==> config.mk <==
export PLATFORM = sky130hd
export DESIGN_NAME = gated_clkgen
export DESIGN_NICKNAME = d
export VERILOG_FILES = /design/src/rtl/gated_clkgen_pkg.sv /design/src/rtl/gated_clkgen_sync.sv /design/src/rtl/gated_clkgen_ctrl.sv /design/src/rtl/gated_clkgen_dp.sv /design/src/rtl/gated_clkgen.sv
export SDC_FILE = /design/constraint.sdc
export NUM_CORES = 1
export LEC_CHECK = 0
export ABC_AREA = 1
export CAP_MARGIN = 20
export CORE_ASPECT_RATIO = 0.9
export CORE_MARGIN = 4
export CORE_UTILIZATION = 30
export DETAILED_ROUTE_END_ITERATION = 6
export DONT_BUFFER_PORTS = 1
export GPL_TIMING_DRIVEN = 1
export PLACE_DENSITY = 0.46
export SLEW_MARGIN = 20
export SYNTH_ARGS = -nofsm -noshare
export SYNTH_HDL_FRONTEND = slang
export SYNTH_SLANG_ARGS = --single-unit
==> constraint.sdc <==
create_clock -name refClk -period 1.4 [get_ports refClk]
set_input_delay 0.42 -clock refClk [delete_from_list [all_inputs] [get_ports refClk]]
set_output_delay 0.42 -clock refClk [all_outputs]
set_load 0.01 [all_outputs]
==> src/rtl/gated_clkgen_pkg.sv <==
package gated_clkgen_pkg;

  typedef enum logic [2:0] {
    S_IDLE      = 3'd0,
    S_RUN       = 3'd1,
    S_DRAIN     = 3'd2,
    S_CUT_WAIT  = 3'd3,
    S_TAIL      = 3'd4
  } oscState_t;

  // Strobes from control to datapath
  typedef struct packed {
    logic start;      // restart phase: count zero, lead high, lag low
    logic clear;      // force both outputs low, count zero
    logic advance;    // step the half-period counter
    logic runWrap;    // on a wrap: toggle lead, lag takes old lead
    logic cut;        // drop lead now, remember elapsed count
    logic tailBegin;  // raise lag for the shortened final pulse
  } oscStrobes_t;

  // Status from datapath to control
  typedef struct packed {
    logic wrap;       // counter sits on its last value
    logic tailEnd;    // shortened pulse has reached its length
    logic leadHigh;   // current lead output level
  } oscStatus_t;

endpackage

==> src/rtl/gated_clkgen_sync.sv <==
module gated_clkgen_sync #(
  parameter int STAGES = 2
) (
  input  logic refClk,
  input  logic syncRst,
  input  logic runN,
  output logic fallDet,
  output logic riseDet
);

  logic [STAGES-1:0] chain;
  logic              prevLvl;

  // Synchronizer chain, reset to the stopped (high) level
  generate
    for (genvar i = 0; i < STAGES; i++) begin : g_stage
      if (i == 0) begin : g_first
        always_ff @(posedge refClk) begin
          if (syncRst) chain[i] <= 1'b1;
          else         chain[i] <= runN;
        end
      end else begin : g_next
        always_ff @(posedge refClk) begin
          if (syncRst) chain[i] <= 1'b1;
          else         chain[i] <= chain[i-1];
        end
      end
    end
  endgenerate

  always_ff @(posedge refClk) begin
    if (syncRst) prevLvl <= 1'b1;
    else         prevLvl <= chain[STAGES-1];
  end

  assign fallDet = prevLvl & ~chain[STAGES-1];
  assign riseDet = ~prevLvl & chain[STAGES-1];

endmodule

==> src/rtl/gated_clkgen_ctrl.sv <==
module gated_clkgen_ctrl
  import gated_clkgen_pkg::*;
(
  input  logic        refClk,
  input  logic        syncRst,
  input  logic        fallDet,
  input  logic        riseDet,
  input  oscStatus_t  stat,
  output oscStrobes_t strobes
);

  oscState_t state, nextState;

  always_comb begin
    strobes   = '0;
    nextState = state;
    if (fallDet) begin
      strobes.start = 1'b1;
      nextState     = S_RUN;
    end else begin
      unique case (state)
        S_IDLE: ;
        S_RUN: begin
          strobes.advance = 1'b1;
          if (!riseDet) begin
            strobes.runWrap = 1'b1;
          end else if (!stat.leadHigh) begin
            if (stat.wrap) begin
              strobes.clear = 1'b1;
              nextState     = S_IDLE;
            end else begin
              nextState = S_DRAIN;
            end
          end else if (stat.wrap) begin
            strobes.runWrap = 1'b1;
            nextState       = S_DRAIN;
          end else begin
            strobes.cut = 1'b1;
            nextState   = S_CUT_WAIT;
          end
        end
        S_DRAIN: begin
          strobes.advance = 1'b1;
          if (stat.wrap) begin
            strobes.clear = 1'b1;
            nextState     = S_IDLE;
          end
        end
        S_CUT_WAIT: begin
          strobes.advance = 1'b1;
          if (stat.wrap) begin
            strobes.tailBegin = 1'b1;
            nextState         = S_TAIL;
          end
        end
        S_TAIL: begin
          strobes.advance = 1'b1;
          if (stat.tailEnd) begin
            strobes.clear = 1'b1;
            nextState     = S_IDLE;
          end
        end
        default: nextState = S_IDLE;
      endcase
    end
  end

  always_ff @(posedge refClk) begin
    if (syncRst) state <= S_IDLE;
    else         state <= nextState;
  end

  // a detected falling edge always lands in the running state
  p_start_runs_r2: assert property (@(posedge refClk) disable iff (syncRst)
    fallDet |=> (state == S_RUN));

  // the datapath never shows a high lead output while idle
  p_idle_lead_low_r8: assert property (@(posedge refClk) disable iff (syncRst)
    (state == S_IDLE) |-> !stat.leadHigh);

  // a restart from any pending-pulse state goes back to running
  p_restart_drain_r9: assert property (@(posedge refClk) disable iff (syncRst)
    (fallDet && (state != S_IDLE)) |=> (state == S_RUN));

endmodule

==> src/rtl/gated_clkgen_dp.sv <==
module gated_clkgen_dp
  import gated_clkgen_pkg::*;
#(
  parameter int HALF_PERIOD = 4
) (
  input  logic        refClk,
  input  logic        syncRst,
  input  oscStrobes_t strobes,
  output oscStatus_t  stat,
  output logic        lagOut,
  output logic        leadOut
);

  localparam int CNT_W = (HALF_PERIOD > 1) ? $clog2(HALF_PERIOD) : 1;
  localparam logic [CNT_W-1:0] LAST = CNT_W'(HALF_PERIOD - 1);

  logic [CNT_W-1:0] cnt;
  logic [CNT_W-1:0] truncLast;
  logic             lead, lag;
  logic             wrap;

  assign wrap = (cnt == LAST);

  always_ff @(posedge refClk) begin
    if (syncRst) begin
      cnt       <= '0;
      truncLast <= '0;
      lead      <= 1'b0;
      lag       <= 1'b0;
    end else if (strobes.start) begin
      cnt  <= '0;
      lead <= 1'b1;
      lag  <= 1'b0;
    end else if (strobes.clear) begin
      cnt  <= '0;
      lead <= 1'b0;
      lag  <= 1'b0;
    end else begin
      if (strobes.advance) cnt <= wrap ? '0 : cnt + 1'b1;
      if (strobes.runWrap && wrap) begin
        lead <= ~lead;
        lag  <= lead;
      end
      if (strobes.cut) begin
        lead      <= 1'b0;
        truncLast <= cnt;
      end
      if (strobes.tailBegin) lag <= 1'b1;
    end
  end

  assign stat.wrap     = wrap;
  assign stat.tailEnd  = (cnt == truncLast);
  assign stat.leadHigh = lead;
  assign leadOut       = lead;
  assign lagOut        = lag;

  // the half-period counter never passes its last value
  p_cnt_bound_r3: assert property (@(posedge refClk) disable iff (syncRst)
    cnt <= LAST);

  // a start leaves lead high, lag low and phase at zero
  p_start_levels_r2: assert property (@(posedge refClk) disable iff (syncRst)
    strobes.start |=> (lead && !lag && cnt == '0));

  // lead rises only on a start or on a running wrap
  p_lead_rise_r3: assert property (@(posedge refClk) disable iff (syncRst)
    $rose(lead) |-> ($past(strobes.start) || ($past(strobes.runWrap) && $past(wrap))));

  // lag rises only at the end of a half period
  p_lag_rise_r4: assert property (@(posedge refClk) disable iff (syncRst)
    $rose(lag) |-> $past(wrap));

  // a cut only happens while lead is high and before its last cycle
  p_cut_when_high_r6: assert property (@(posedge refClk) disable iff (syncRst)
    strobes.cut |-> (lead && !wrap));

  // after a cut, lead is low and the kept length is short of a half period
  p_cut_narrow_r6: assert property (@(posedge refClk) disable iff (syncRst)
    strobes.cut |=> (!lead && truncLast < LAST));

endmodule

==> src/rtl/gated_clkgen.sv <==
module gated_clkgen
  import gated_clkgen_pkg::*;
#(
  parameter int HALF_PERIOD = 4,
  parameter int SYNC_STAGES = 2
) (
  input  logic refClk,
  input  logic syncRst,
  input  logic runN,
  output logic lagOut,
  output logic leadOut
);

  logic        fallDet, riseDet;
  oscStrobes_t strobes;
  oscStatus_t  stat;

  gated_clkgen_sync #(.STAGES(SYNC_STAGES)) sync_i (
    .refClk  (refClk),
    .syncRst (syncRst),
    .runN    (runN),
    .fallDet (fallDet),
    .riseDet (riseDet)
  );

  gated_clkgen_ctrl ctrl_i (
    .refClk  (refClk),
    .syncRst (syncRst),
    .fallDet (fallDet),
    .riseDet (riseDet),
    .stat    (stat),
    .strobes (strobes)
  );

  gated_clkgen_dp #(.HALF_PERIOD(HALF_PERIOD)) dp_i (
    .refClk  (refClk),
    .syncRst (syncRst),
    .strobes (strobes),
    .stat    (stat),
    .lagOut  (lagOut),
    .leadOut (leadOut)
  );

endmodule

# == Word-level counts from Yosys, hierarchy flattened ==
# Cells that the tools add are included.
# classes
reduce_logical,10
mux,30
n_bitwise,8
n_eq_ne,15
n_addsub,1
# ops
cell,count
2-to-1 mux 1 bit,18
one-hot mux 3 bit (5 select lines),1
2-to-1 mux 3 bit,4
"inequality test 3 x 1 -> 1 bit, second input constant",4
2-to-1 mux 2 bit,5
"inequality test 2 x 1 -> 1 bit, second input constant",5
AND reduction 5 bit,2
"equality test 3 x 2 -> 1 bit, second input constant",2
inverter 1 bit,6
2-to-1 mux 5 bit,1
nonzero test 4 bit,1
OR reduction 4 bit,1
"equality test 3 x 1 -> 1 bit, second input constant",1
"equality test 3 bit, second input constant",1
zero test 3 bit,1
one-hot mux 1 bit (3 select lines),1
AND reduction 3 bit,1
OR reduction 3 bit,1
"adder 2 x 1 -> 2 bit, second input constant",1
AND 1 bit,2
equality test 2 bit,1
"equality test 2 bit, second input constant",1
nonzero test 2 bit,1
OR reduction 2 bit,1
logical AND 1 bit,1
# word_totals
output_inout_bits,2
in_bits,3
reg_bits,12
word_cells,73

# == Longest topological paths before layout ==
# logic_depth
ltp_word,11
mapped_depth,9
ltp_nobuf,9

# == Cells and area by module ==
# Synthesis repeated with hierarchy kept, for this count alone.
# hier_totals
cells_unflattened,125
area_unflattened_um2,774.5
# by_module_without_submodules
mod,area_per_inst_um2,seq_area_each_um2,instances,cells_per_inst
gated_clkgen_dp,340.3,120.1,1,51
gated_clkgen_ctrl,336.6,60.1,1,61
gated_clkgen_sync,97.6,60.1,1,13

# == Worst setup path after synthesis ==
# OpenSTA, ideal clock, no wires.
# synth_timing
kind,register -> register
startpoint,reg dp_i.cnt[0]
endpoint,"reg dp_i.lag, in the netlist dp_i.lagOut"
synth_period_minus_slack_ns,1.252
setup_ns,0.122
t_required_ns,1.278
setup_slack_ns,0.148
path_buffers,0
stages_incl_launch_ff,9
arrival_ns,1.131
path_cell_list,dfxtp_1 -> ha_1 -> inv_1 -> nor3_1 -> nand2_1 -> nand2_1 -> nor2_2 -> nand2_1 -> a21oi_1
# synth_via
elab_chain_cells,8
word_cells_on_any_way,16
cone_classes,2 x eq/ne; 11 x mux; 3 x reduce/logical
# synth_rtl
element,line_no,text
"start, declared",gated_clkgen_dp.sv:17,logic [CNT_W-1:0] cnt;
"start signal, assigned",gated_clkgen_dp.sv:39,if (strobes.advance) cnt <= wrap ? '0 : cnt + 1'b1;
branches (longest 8 deep; another with 2-to-1 mux 5 bit),--,
"end signal, assigned",gated_clkgen_dp.sv:42,lag <= lead;
"end, declared",gated_clkgen_dp.sv:19,"logic lead, lag;"
# Several ways; the timed one is not identified.
# A chain may end at the register's enable or synchronous reset.

# == Worst setup path in the final report ==
# layout_timing
startpoint,reg dp_i.cnt[1]
endpoint,"reg dp_i.lead, in the netlist dp_i.leadOut"
# layout_via
elab_chain_cells,9
word_cells_on_any_way,18
cone_classes,2 x eq/ne; 14 x mux; 2 x reduce/logical
# layout_rtl
element,line_no,text
equality test 2 bit,gated_clkgen_dp.sv:22,assign wrap = (cnt == LAST);
2-to-1 mux 1 bit,gated_clkgen_ctrl.sv:34,end else if (stat.wrap) begin
2-to-1 mux 2 bit,gated_clkgen_ctrl.sv:27,end else if (!stat.leadHigh) begin
2-to-1 mux 1 bit,gated_clkgen_ctrl.sv:25,if (!riseDet) begin
2-to-1 mux 2 bit,gated_clkgen_ctrl.sv:21,unique case (state)
2-to-1 mux 5 bit,gated_clkgen_ctrl.sv:17,if (fallDet) begin
2-to-1 mux 1 bit,gated_clkgen_dp.sv:44,if (strobes.cut) begin
2-to-1 mux 1 bit,gated_clkgen_dp.sv:34,end else if (strobes.clear) begin
2-to-1 mux 1 bit,gated_clkgen_dp.sv:30,end else if (strobes.start) begin
"end signal, assigned",gated_clkgen_dp.sv:41,lead <= ~lead;
"end, declared",gated_clkgen_dp.sv:19,
# Several ways; a longest one is shown, not always the timed one.

==> results by group <==
Setup path
  • R2R setup slack: between 0.1 and 0.15 ns
  • R2R Path End: dp_i.leadOut
  • Crit path kind: flip-flop to flip-flop
  • Worst-path fanout max: 5
  • CP Launch Type: flip-flop
  • CP cell instances: ha_4 > inv_1 > nand2_1 > nor2_2 > nand2_2 > nand3_1 > nand2_1 > nand2_1 > a21oi_2
  • CP arrival: approximately 1.5 ns
  • CP Data Required Time: around 1.6 ns
  • CP endpoint kind: flip-flop
  • Worst R2R Start: dp_i.cnt[1]
  • FF-to-FF path depth: 9
  • Cell mode on critical path: nand2_1
  • Crit-path max cell delay: 0.37 ns
  • Slowest CP cell: dfxtp_4

CTS
  • Cts bufs inserted: 3
  • Max H-tree Level: 1
  • Reg clk slew, reported paths: around 0.080 ns
  • Post-CTS Hold Buffers: 0
  • CTS root buffer: clkbuf_4
  • Clk Latency, worst-skew pair: approximately 0.27 ns
  • Clock Sinks: 12
  • Clock buffer depth: 2
  • CTS tree: done

Run status
  • Status: finished, final reports clean

Logic synthesis
  • Ys Warns: 0
  • Netlist cell types: 18
  • Ys flop type: dfxtp_1
  • Top cells by area, synth: dfxtp_1 36%, nand2_1 16%, nand3_1 8.9%
  • Post-synthesis compound-gate area fraction: between 10% and 20%
  • Mean Syn Cell Area: approximately 6.5 um^2
  • Seq/Total Area, Yosys: 35.6%
  • Post-Synthesis Net Count: roughly 110
  • Synthesized cell area: slightly below 700 um^2
  • Gate Count Post-Synth: 104
  • Synth Area in Simple Gates: around two fifths
  • Synth Area in Adders: 3.71%
  • Synth area leader: dfxtp_1
  • Mux share of post-synthesis cell area: 0%
  • Synth cell count leaders: 29 x nand2_1, 15 x inv_1, 12 x dfxtp_1, 12 x nand3_1, 8 x nor2_1
  • Synth top area share: between 30 and 40%
  • EDFF count, synth: 0
  • Main combinational cell family by area after synthesis: simple AND/OR/NAND/NOR gates
  • Post-synth ARST share: 0%
  • Most frequent cell after synthesis: nand2_1
  • Synth Area in XOR/XNOR: approximately 1.3%
  • #FFs+latches synth: 12

STA
  • FMAX: around 800 MHz
  • RSZ-0062 raised after global routing: no
  • Final Cycle Share: 91.8%
  • Hold slack final: just under 0.2 ns
  • Slew HR: between 80 and 90%
  • Fin. max-slew vios: 0
  • Clock skew: about 0.003 ns
  • Minimum clock period: about 1.3 ns
  • Final hold violations: 0
  • Count of final setup violators: 0
  • Worst-Margin Slew: about 0.24 ns

Power and ir drop
  • P per Cell Area: between 800 and 900 nW/um^2
  • Worst VDD drop: 472 uV
  • Leak: 0.389 nW
  • Total power: about 0.00074 W

Finish
  • Fin area: between 800 and 900 um^2
  • Fin util: 40.0%
  • Fillers: ~240
  • Area grow syn2layout: 28.2%
  • # diodes: 0
  • Reg area: between 200 and 250 um^2
  • Layout cell share with drive strength beyond 1: 28.6%
  • Multi-input logic area: between 300 and 400 um^2
  • Nets: 125

GRT
  • Global Route Usage Sum: around an eighth
  • Initial antenna violation count: 0
  • Grt ovf: 0
  • Largest net degree at the start of global routing: 8
  • First-pass GRT wire length: 2640 um
  • Vias in the first global route: around 620

Drt
  • Post-DRT Antenna Nets: 0
  • Drt via density: between 4 and 5
  • Via count: ~650
  • Routed wire length: 1560 um
  • Starting DRT DRC Count: 13
  • DR DRC count: 0
  • Wire per inst: about 11 um
  • DRT Pass-1 Iters: 4

Hold path
  • Hold EP: dp_i.leadOut
  • Hold WC Path Type: input port to flip-flop
  • Hold path depth: 1
  • Hold wc startpoint: syncRst

Place
  • Final GP Congestion: a little over 0.8
  • Placed cell areas: between 700 and 800 um^2
  • HPWL after DPL: ~1300 um
  • # port buffers: 0

Floorplanning
  • Core footprint: around 2200 um^2
  • Die width: about 58 um
  • Die area: slightly above 3000 um^2
  • Initial Util: 31.2%
  • Cell Rows: 16
  • Io pins: 5
  • Die height: between 50 and 60 um

Flow run
  • Max cap viols: 0
cell usage in the layout, fill, tap and decap left out:
master,count
nand4_1,2
dfxtp_1,9
o31ai_1,1
clkbuf_8,1
nor2_4,1
inv_1,15
a21oi_1,6
o21ai_0,4
nor2_1,7
nand3_1,11
dfxtp_2,1
or2_2,2
nor3_1,1
nand2_2,3
dfxtp_4,2
buf_4,11
inv_2,2
ha_2,1
a21oi_2,2
nand2_1,28
nor2_2,3
ha_4,1
xnor2_1,1
nand3_2,1
clkbuf_4,3
worst max path at each step:
stage                     start  slack (ns)           end
floorplan           dp_i.cnt[0]        0.15   dp_i.lagOut
global placement    dp_i.cnt[0]       -0.01  dp_i.leadOut
detailed placement  dp_i.cnt[0]        0.02  dp_i.leadOut
CTS                 dp_i.cnt[1]        0.01  dp_i.leadOut
global route        dp_i.cnt[0]        0.01   dp_i.lagOut
finish              dp_i.cnt[1]        0.11  dp_i.leadOut
through the flow:
stage	TNS (ns)	worst slack, ns	instances
after floorplan	0	0.148	104
after global placement	-0.0105	-0.0105	141
after detailed placement	0	0.0177	141
after CTS	0	0.0135	145
after global routing	0	0.0108	146
final	0	0.114	146
registers in the layout (all words and copies together), names as in the netlist:
signal,count
ctrl_i.state,3
dp_i.cnt,2
dp_i.lagOut,1
dp_i.leadOut,1
dp_i.truncLast,2
sync_i.chain,2
sync_i.prevLvl,1
what timing repair did:
item | CTS | global route
setup endpoints to repair | 1 | 7
setup buffers | 0 | 1
pin swaps | 0 | 1
resized for setup | 1 | 11
routing by layer:
metal  track usage [%]  share of wire, %  vias to the layer above
met4              4.63               1.2                        0
met3              4.39               3.3                        2
met5                 0                 0                        -
met2              19.0                45                       10
met1              14.5                51                      276
li1                  -                 -                      360
where the power goes:
group	switching (W)	total (W)	internal, W
combinational	0.0000565	0.0000918	0.0000354
clock	0.000123	0.000281	0.000158
sequential	0.0000152	0.000367	0.000352
logic make-up (layout without fill, tap and decap cells):
kind of cell / after synthesis / after routing
XOR/XNOR: 1 / 1
AO/OA/AOI/OAI: 13 / 13
adder cells (fa/ha/maj): 2 / 2
AND/OR/NAND/NOR: 59 / 59
buffers and inverters: 17 / 32
flip-flops: 12 / 12
critical path: cells and delay by family (launching register included):
family	cells	cell delay (ns)
and+or+nand+nor	6	0.53
DFF	1	0.37
adders and majority gates	1	0.16
buffers and inverters	1	0.08
AOI/OAI and AO/OA	1	0.05
layout make-up:
cell class,instances,share of cell area [%]
multi-input combinational,75,46.2
sequential,12,28.8
timing repair buffer,11,9.55
inverter,17,7.38
clock buffer,4,4.20
tap,27,3.91
No activity file was read; power rests on OpenSTA's default activity.
